$ cat config.mk
export PLATFORM = sky130hd
export DESIGN_NAME = sized_alu_top
export DESIGN_NICKNAME = d
export VERILOG_FILES = /design/src/rtl/sized_alu_pkg.sv /design/src/rtl/sa_regfile.sv /design/src/rtl/sa_size_mask.sv /design/src/rtl/sa_core.sv /design/src/rtl/sized_alu_top.sv
export SDC_FILE = /design/constraint.sdc
export NUM_CORES = 1
export LEC_CHECK = 0
export CAP_MARGIN = 20
export CORE_ASPECT_RATIO = 1.4
export CORE_MARGIN = 4
export CORE_UTILIZATION = 56
export CTS_CLUSTER_DIAMETER = 80
export DETAILED_ROUTE_END_ITERATION = 10
export PLACE_DENSITY = 0.75
export SLEW_MARGIN = 20
export SYNTH_ARGS = -nofsm -noshare
export SYNTH_HDL_FRONTEND = slang
export SYNTH_SLANG_ARGS = --single-unit
export TNS_END_PERCENT = 30
$ cat constraint.sdc
create_clock -name clk -period 18.6 [get_ports clk]
set_clock_uncertainty 0.2 [all_clocks]
set_input_delay 2.79 -clock clk [delete_from_list [all_inputs] [get_ports clk]]
set_output_delay 2.79 -clock clk [all_outputs]
set_load 0.005 [all_outputs]
$ cat src/rtl/sized_alu_pkg.sv
package sized_alu_pkg;
  typedef enum logic [2:0] {
    OP_ADD  = 3'd0,
    OP_SUB  = 3'd1,
    OP_AND  = 3'd2,
    OP_OR   = 3'd3,
    OP_XOR  = 3'd4,
    OP_MOVE = 3'd5
  } alu_op_e;

  typedef enum logic [1:0] {
    SZ_BYTE = 2'd0,
    SZ_WORD = 2'd1,
    SZ_LONG = 2'd2,
    SZ_BAD  = 2'd3
  } alu_size_e;

  typedef struct packed {
    logic x;
    logic n;
    logic z;
    logic v;
    logic c;
  } ccr_t;

  localparam int unsigned CCR_W = 5;

  function automatic logic op_is_arith(input logic [2:0] op);
    return (op == OP_ADD) || (op == OP_SUB);
  endfunction

  function automatic logic cmd_legal(input logic [2:0] op, input logic [1:0] sz);
    return (sz != SZ_BAD) && (op <= OP_MOVE);
  endfunction
endpackage

$ cat src/rtl/sa_regfile.sv
module sa_regfile #(
  parameter int unsigned NREG = 8,
  parameter int unsigned DW   = 32,
  localparam int unsigned IW  = $clog2(NREG)
) (
  input  logic          clk,
  input  logic          rst,
  input  logic          wr_en,
  input  logic [IW-1:0] wr_idx,
  input  logic [DW-1:0] wr_data,
  input  logic [IW-1:0] rd_a_idx,
  output logic [DW-1:0] rd_a_data,
  input  logic [IW-1:0] rd_b_idx,
  output logic [DW-1:0] rd_b_data
);
  logic [DW-1:0] regs [NREG];

  for (genvar g = 0; g < NREG; g++) begin : g_reg
    always_ff @(posedge clk) begin
      if (rst) begin
        regs[g] <= '0;
      end else if (wr_en && (wr_idx == IW'(g))) begin
        regs[g] <= wr_data;
      end
    end
  end

  assign rd_a_data = regs[rd_a_idx];
  assign rd_b_data = regs[rd_b_idx];
endmodule

$ cat src/rtl/sa_size_mask.sv
module sa_size_mask #(
  parameter int unsigned DW = 32,
  localparam int unsigned LW = $clog2(DW + 1)
) (
  input  logic [1:0]    size,
  output logic [DW-1:0] mask,
  output logic [LW-1:0] width
);
  import sized_alu_pkg::*;

  always_comb begin
    unique case (size)
      SZ_BYTE: begin
        mask  = {{(DW-8){1'b0}}, 8'hFF};
        width = LW'(8);
      end
      SZ_WORD: begin
        mask  = {{(DW-16){1'b0}}, 16'hFFFF};
        width = LW'(16);
      end
      default: begin
        mask  = '1;
        width = LW'(DW);
      end
    endcase
  end
endmodule

$ cat src/rtl/sa_core.sv
module sa_core #(
  parameter int unsigned DW = 32,
  localparam int unsigned LW = $clog2(DW + 1)
) (
  input  logic [2:0]    op,
  input  logic [1:0]    size,
  input  logic [DW-1:0] src,
  input  logic [DW-1:0] dst,
  input  sized_alu_pkg::ccr_t ccr_in,
  output logic [DW-1:0] merged,
  output sized_alu_pkg::ccr_t ccr_out
);
  import sized_alu_pkg::*;

  logic [DW-1:0] mask;
  logic [LW-1:0] width;
  logic [LW-1:0] msb;
  logic [DW-1:0] am, bm, res;
  logic [DW:0]   sum_w, dif_w;
  logic          sa, sb, sr, cy, ov;

  sa_size_mask #(.DW(DW)) u_mask (
    .size  (size),
    .mask  (mask),
    .width (width)
  );

  assign msb   = width - LW'(1);
  assign am    = src & mask;
  assign bm    = dst & mask;
  assign sum_w = {1'b0, bm} + {1'b0, am};
  assign dif_w = {1'b0, bm} - {1'b0, am};

  always_comb begin
    unique case (op)
      OP_ADD:  res = sum_w[DW-1:0];
      OP_SUB:  res = dif_w[DW-1:0];
      OP_AND:  res = am & bm;
      OP_OR:   res = am | bm;
      OP_XOR:  res = am ^ bm;
      default: res = am;
    endcase
    res = res & mask;
  end

  assign sa = am[msb];
  assign sb = bm[msb];
  assign sr = res[msb];

  always_comb begin
    cy = 1'b0;
    ov = 1'b0;
    if (op == OP_ADD) begin
      cy = sum_w[width];
      ov = (sa == sb) && (sr != sa);
    end else if (op == OP_SUB) begin
      cy = dif_w[width];
      ov = (sa != sb) && (sr != sb);
    end
  end

  assign merged    = (dst & ~mask) | res;
  assign ccr_out.c = cy;
  assign ccr_out.v = ov;
  assign ccr_out.z = (res == '0);
  assign ccr_out.n = sr;
  assign ccr_out.x = op_is_arith(op) ? cy : ccr_in.x;
endmodule

$ cat src/rtl/sized_alu_top.sv
module sized_alu_top #(
  parameter int unsigned NREG = 8,
  parameter int unsigned DW   = 32,
  localparam int unsigned IW  = $clog2(NREG)
) (
  input  logic          clk,
  input  logic          rst,
  input  logic          op_we,
  input  logic [2:0]    op_code,
  input  logic [1:0]    op_size,
  input  logic [IW-1:0] op_src,
  input  logic [IW-1:0] op_dst,
  input  logic          op_use_imm,
  input  logic [DW-1:0] op_imm,
  output logic          res_vld,
  output logic [IW-1:0] res_dst,
  output logic [DW-1:0] res_data,
  output logic [4:0]    ccr
);
  import sized_alu_pkg::*;

  logic [DW-1:0] src_rd, dst_rd, src_op, merged;
  logic          accept;
  ccr_t          ccr_q, ccr_nxt;

  assign accept = op_we && cmd_legal(op_code, op_size);
  assign src_op = op_use_imm ? op_imm : src_rd;

  sa_regfile #(.NREG(NREG), .DW(DW)) u_rf (
    .clk       (clk),
    .rst       (rst),
    .wr_en     (accept),
    .wr_idx    (op_dst),
    .wr_data   (merged),
    .rd_a_idx  (op_src),
    .rd_a_data (src_rd),
    .rd_b_idx  (op_dst),
    .rd_b_data (dst_rd)
  );

  sa_core #(.DW(DW)) u_core (
    .op      (op_code),
    .size    (op_size),
    .src     (src_op),
    .dst     (dst_rd),
    .ccr_in  (ccr_q),
    .merged  (merged),
    .ccr_out (ccr_nxt)
  );

  always_ff @(posedge clk) begin
    if (rst) begin
      ccr_q    <= '0;
      res_vld  <= 1'b0;
      res_dst  <= '0;
      res_data <= '0;
    end else begin
      res_vld <= accept;
      if (accept) begin
        ccr_q    <= ccr_nxt;
        res_dst  <= op_dst;
        res_data <= merged;
      end
    end
  end

  assign ccr = ccr_q;
endmodule

After elaboration in Yosys (flattened, before gate mapping)
Memory sizes are Yosys's and may differ from the RTL's.
Cells that the tools add are included.
{ "word_totals": {"register_bits": 41, "mem_count": 1, "inputBits": 47, "output_inout_bits": 41, "ramBits": 256, "elab_cells": 119} }
{ "memory_table": {"columns": ["name", "words", "width", "rd", "rd_clocked_by_memory_dff", "write_ports", "line", "source"], "rows": [
  ["u_rf.regs", 8, 32, 2, 0, 8, "sa_regfile.sv:16", "logic [DW-1:0] regs [NREG];"]
]} }
{ "classes": {"muxes": 52, "n_bitwise": 17, "addsub": 3, "n_lt_le_gt_ge": 3, "eq_ne": 17, "reduce_logical": 18} }
{ "op_table": {"columns": ["cell", "n"], "rows": [
  ["2-to-1 mux 32 bit", 9],
  ["AND 32 bit", 5],
  ["case mux 32 bit (5 select lines)", 1],
  ["OR 32 bit", 2],
  ["case mux 32 bit (2 select lines)", 1],
  ["2-to-1 mux 1 bit", 35],
  ["adder 32 x 32 -> 33 bit", 1],
  ["subtractor 32 x 32 -> 33 bit", 1],
  ["zero test 32 bit", 1],
  ["NOT 32 bit", 1],
  ["XOR 32 bit", 1],
  ["binary-select mux 1 bit (select 5 bit)", 3],
  ["== test 3 bit (second input constant)", 5],
  ["binary-select mux 1 bit (select 6 bit)", 2],
  ["== test 3 x 2 -> 1 bit (second input constant)", 4],
  ["logical AND 1 bit", 12],
  ["case mux 6 bit (2 select lines)", 1],
  ["OR 1 bit", 8],
  ["less-than comparator 6 x 7 -> 1 bit (second input constant)", 1],
  ["== test 3 x 1 -> 1 bit (second input constant)", 2],
  ["zero test 3 bit", 2],
  ["less-than comparator 6 bit (second input constant)", 1],
  ["subtractor 6 x 1 -> 6 bit (second input constant)", 1],
  ["<= comparator 3 bit (second input constant)", 1],
  ["7 further kinds", 9]
]} }

Depth between registers and ports, before layout
{ "depth": {"depth_word": 12, "mapped_depth": 26, "ltp_nobuf": 19} }

Modules after synthesis
Synthesis repeated with hierarchy kept, for this count alone.
{ "hier_totals": {"hier_cells": 2439, "hier_area_um2": 24810.0} }
{ "modules_own_cells": {"columns": ["mod", "instances", "area_per_inst_um2", "cells_per_inst"], "rows": [
  ["sa_regfile", 1, 13590.5, 844],
  ["sa_core", 1, 8705.8, 1342],
  ["sized_alu_top", 1, 2230.9, 213],
  ["sa_size_mask", 1, 282.8, 40]
]} }

Least setup slack after synthesis
No wires, ideal clock.
{ "synth_path": {"path_kind": "in2reg", "startpoint": "input port op_dst[0]", "endpoint": "memory u_rf.regs[0][28] (data pin)", "cell_stages": 20, "setup_slack_ns": 10.090, "required_time_ns": 18.135, "arrival_time_ns": 8.045, "cell_sequence": "clkbuf_1 buf_2 buf_2 buf_1 mux4_2 mux2_2 ha_1 fa_1 nor2b_1 o311ai_1 a31oi_1 o21ai_1 a21oi_1 a21o_1 a221o_1 a221o_1 o2111ai_1 o21a_1 buf_2 nor2_1"} }
{ "synth_rtl": {"columns": ["item", "line", "source"], "rows": [
  ["start, declared", "sized_alu_top.sv:12", "input logic [IW-1:0] op_dst,"],
  ["end, declared", "sa_regfile.sv:16", null]
]} }

Final worst setup path
{ "layout_path": {"startpoint": "input port op_dst[0]", "endpoint": "register ccr_q (netlist bit ccr[2])"} }
{ "layout_between": {"elab_chain_cells": 6, "word_cells_on_any_way": 10, "cone_classes": "2 x add/sub; 1 x mux; 5 x bitwise; 1 x reduce/logical; 1 x memory"} }
{ "layout_lines": {"columns": ["item", "line", "source"], "rows": [
  ["memory (8 x 32 bit) *", null, null],
  ["AND 32 bit *", "sa_core.sv:30", "assign bm = dst & mask;"],
  ["subtractor 32 x 32 -> 33 bit, or another cell as far along", "sa_core.sv:32", "assign dif_w = {1'b0, bm} - {1'b0, am};"],
  ["case mux 32 bit (5 select lines) *", "sa_core.sv:35", "unique case (op)"],
  ["AND 32 bit *", "sa_core.sv:43", "res = res & mask;"],
  ["zero test 32 bit *", "sa_core.sv:65", "assign ccr_out.z = (res == '0);"],
  ["end signal, assigned", "sized_alu_top.sv:60", "ccr_q <= ccr_nxt;"],
  ["end, declared", "sized_alu_top.sv:24", "ccr_t ccr_q, ccr_nxt;"]
]} }
Every way passes the cells marked *; elsewhere a longest branch is shown, timed or not.
A chain may end at the register's enable or synchronous reset.

==> impl_metrics.py <==
metrics = {
    "run_status": {
        "status": "finished, final reports clean",
    },
    "synthesis": {
        "ys_warn_count": 0,
        "synth-simple-area-share_pct": 14.5,
        "avgSynthCellArea_sq_um": 9.99,
        "synth.area.mux_share_pct": 17.5,
        "synth_edf_count": 256,
        "synth_top_family_by_area": "multiplexers",
        "syn_inst": 2114,
        "synth_xor_xnor_area_share_pct": 0.415,
        "netlist-cell-type-count": 88,
        "synth_compound_area_share_pct": 16.2,
        "synth_top_flop_cell": "edfxtp_1",
        "async_flop_share_pct": 0,
        "synth_seq_area_share_pct": 40.3,
        "ys_ff_latch": 297,
        "syn_area_sq_um": 21100,
        "syn-num-nets": 2261,
        "synth_fa_ha_area_share_pct": 5.99,
    },
    "clocking": {
        "root_buffer": "clkbuf_16",
        "post_cts_resized": 0,
        "cts.sinks": 297,
        "cts_tree": "built",
        "cts_buffers": 25,
        "path_clk_slew_ns": 0.08,
        "cts.htree.levels": 1,
        "post_cts_buffers": 0,
        "clk_latency_ns": 0.55,
        "cts-hold-fix-buffers": 0,
        "cts_buffer_depth": 3,
    },
    "critical_path": {
        "arrival_ns": 9.62,
        "required_ns": 18.90,
        "cp_max_fo": 47,
        "endpoint_kind": "flip-flop",
        "crit_type": "in2reg",
        "cp-start-kind": "input port",
    },
    "die": {
        "die_x_microns": 172,
        "die_y_microns": 238,
        "top_level_ports": 88,
        "start_util_pct": 57.1,
        "design.core.area_sq_um": 37000,
        "std_cell_rows": 83,
        "die-area_sq_um": 40900,
    },
    "sta": {
        "setup_viol": 0,
        "fmax_mhz": 107,
        "hold_viol": 0,
        "maxSlewViolCount": 0,
        "tns_ns": 0,
        "worst_pin_slew_ns": 1.09,
        "rsz0062_at_grt": "false",
        "finalCritPeriodShare_pct": 50.1,
        "maxSlewHeadroom_pct": 27.5,
        "finalCriticalPeriod_ns": 9.33,
    },
    "pwr": {
        "comb_power_share_pct": 28.4,
        "p_per_area_nw_per_um2": 79.8,
        "swShare_pct": 32.5,
        "pwr-share-clk_pct": 29.6,
        "p_leak_nw": 8.91,
        "intPower_mw": 1.24,
        "seqPwrFrac_pct": 42.0,
        "irDropWorstVdd_uv": 86.5,
        "power.switching_mw": 0.598,
    },
    "global_routing": {
        "track_usage_pct": 33.2,
        "antenna_found_initial": 0,
        "grt_max_degree": 77,
        "grt_pass1_vias": 17900,
        "grt_overflow": 0,
        "grt_pass1_wl_microns": 104000,
    },
    "route": {
        "routed_wl_microns": 69700,
        "ant_nets": 0,
        "wl_per_cell_microns": 26.9,
        "drc": 0,
        "vias": 18100,
        "drtIter0Drc": 2296,
        "drt_first_pass_iters": 6,
        "vias_per_cell": 6.98,
    },
    "cells_and_area": {
        "instances_no_fill": 2591,
        "diodes": 0,
        "drive_gt1_share_pct": 12.5,
        "area_growth_pct": 9.04,
        "finalNetCount": 2252,
        "stdcell_area_sq_um": 23000,
    },
    "worst_hold_path": {
        "hp-class": "reg2reg",
    },
    "placed_design": {
        "dp_hpwl_microns": 47200,
        "dp.cells": 2544,
        "io_buffers": 87,
        "gp_congestion": 1.03,
        "placed_area_sq_um": 22200,
    },
    "run": {
        "maxCapViolCount": 0,
    },
}
power by group through the flow:
stage / Sequential [mW] / Clock (mW) / Combinational, mW
final: 0.771 / 0.544 / 0.523
after global routing: 0.774 / 0.578 / 0.557
after CTS: 0.771 / 0.548 / 0.509
after detailed placement: 0.785 / 0 / 0.506
after global placement: 0.782 / 0 / 0.500
after floorplan: 0.779 / 0 / 0.350
per-layer routing:
| layer | vias to the layer above | track usage (%) | wire [microns] | share of wire [%] |
|---|---|---|---|---|
| met2 | 1279 | 55.2 | 34100 | 49 |
| met3 | 269 | 4.87 | 7400 | 11 |
| met5 | - | 0 | 0 | 0 |
| met4 | 0 | 17.9 | 4160 | 6.0 |
| li1 | 7829 | - | - | - |
| met1 | 8709 | 41.9 | 24100 | 35 |
state kept, by name, indices dropped and copies added, names as in the netlist:
| signal | flops |
|---|---|
| ccr | 5 |
| res_data | 32 |
| res_dst | 3 |
| res_vld | 1 |
| u_rf.regs | 256 |
path summary, 6_finish.rpt:
check | startpoint | endpoint | slack [ns] | depth (start not counted)
hold / removal | res_dst[0] | res_dst[0] | 0.27 | 2
hold reg to reg | res_dst[0] | res_dst[0] | 0.27 | 2
setup / recovery | op_dst[0] | ccr[2] | 9.27 | 17
setup reg to reg | u_rf.regs[6][10] | ccr[2] | 12.49 | 15
critical path, stage by stage:
cell and delay, ns:
buf_4 0.38, buf_4 0.77, mux4_2 0.59, mux2_2 0.29, and2_1 0.20, ha_1 0.51, a21oi_1 0.39, o21ai_0 0.28
a2111oi_0 0.69, a21oi_1 0.35, xnor2_1 0.26, a221oi_1 0.36, a21oi_1 0.17, or4_1 0.66, nor4_1 0.58, nand4_1 0.16
nand2_1 0.11
cell usage in the layout, fill, tap and decap left out, types with 7 or more instances in the layout:
cell,n
nand4_1,15
mux2i_1,57
mux4_1,10
mux2_2,20
o22ai_1,21
a21o_1,18
clkdlybuf4s50_1,75
o21ai_0,87
nor2_1,427
o2111ai_1,8
and2_1,10
clkbuf_16,27
nor4_1,10
buf_2,10
o211ai_1,21
nand2b_1,15
dfxtp_1,41
a21oi_1,148
inv_1,99
edfxtp_1,256
o31ai_1,16
or2_2,7
nor2b_1,16
a211oi_1,46
nand2_1,132
buf_4,43
nand3_1,32
ha_1,98
o21a_1,17
a31o_2,10
mux4_2,116
a31oi_1,21
o21bai_1,8
xnor2_1,8
nor3_1,16
final cells by class:
cell class	instances	area (sq um)
Fill cell	2977	13900
Inverter	101	379
Tap cell	467	584
Multi-Input combinational cell	1551	11600
Sequential cell	297	8510
Clock buffer	34	722
Clock inverter	12	128
Timing Repair Buffer	129	1150
logic make-up (layout without fill, tap and decap cells):
family,after synthesis,in the layout
buffers and inverters,266,276
xor gates and xnor gates,10,10
DFF,297,297
adders and majority gates,100,100
muxes,205,205
AOI/OAI and AO/OA,519,519
and+or+nand+nor,717,717
cell usage after synthesis, drive strengths merged (17+ instances only):
library cell	number	area, sq um
a211oi	46	345
a31oi	22	144
ha	98	1230
mux2i	59	607
o21a	17	128
nand3	32	160
clkbuf	121	454
a21oi	149	757
mux4	126	2880
o211ai	22	170
buf	44	229
mux2	20	225
dfxtp	41	821
a21o	18	135
edfxtp	256	7690
nor3	17	96.4
o21ai	92	464
nor2	428	1610
inv	99	372
o22ai	21	131
nand2	135	507
stage by stage:
stage / util, % / setup WS, ns / power [mW] / hold slack, ns
floorplan: - / 10.09 / 1.13 / 0.235
global placement: 59.9 / 8.94 / 1.28 / 0.249
detailed placement: 59.9 / 8.90 / 1.29 / 0.254
CTS: 62.2 / 9.48 / 1.83 / 0.270
global route: 62.3 / 9.14 / 1.91 / 0.291
finish: 62.3 / 9.27 / 1.84 / 0.268
Note: power is estimated with default switching activity, not from simulation.
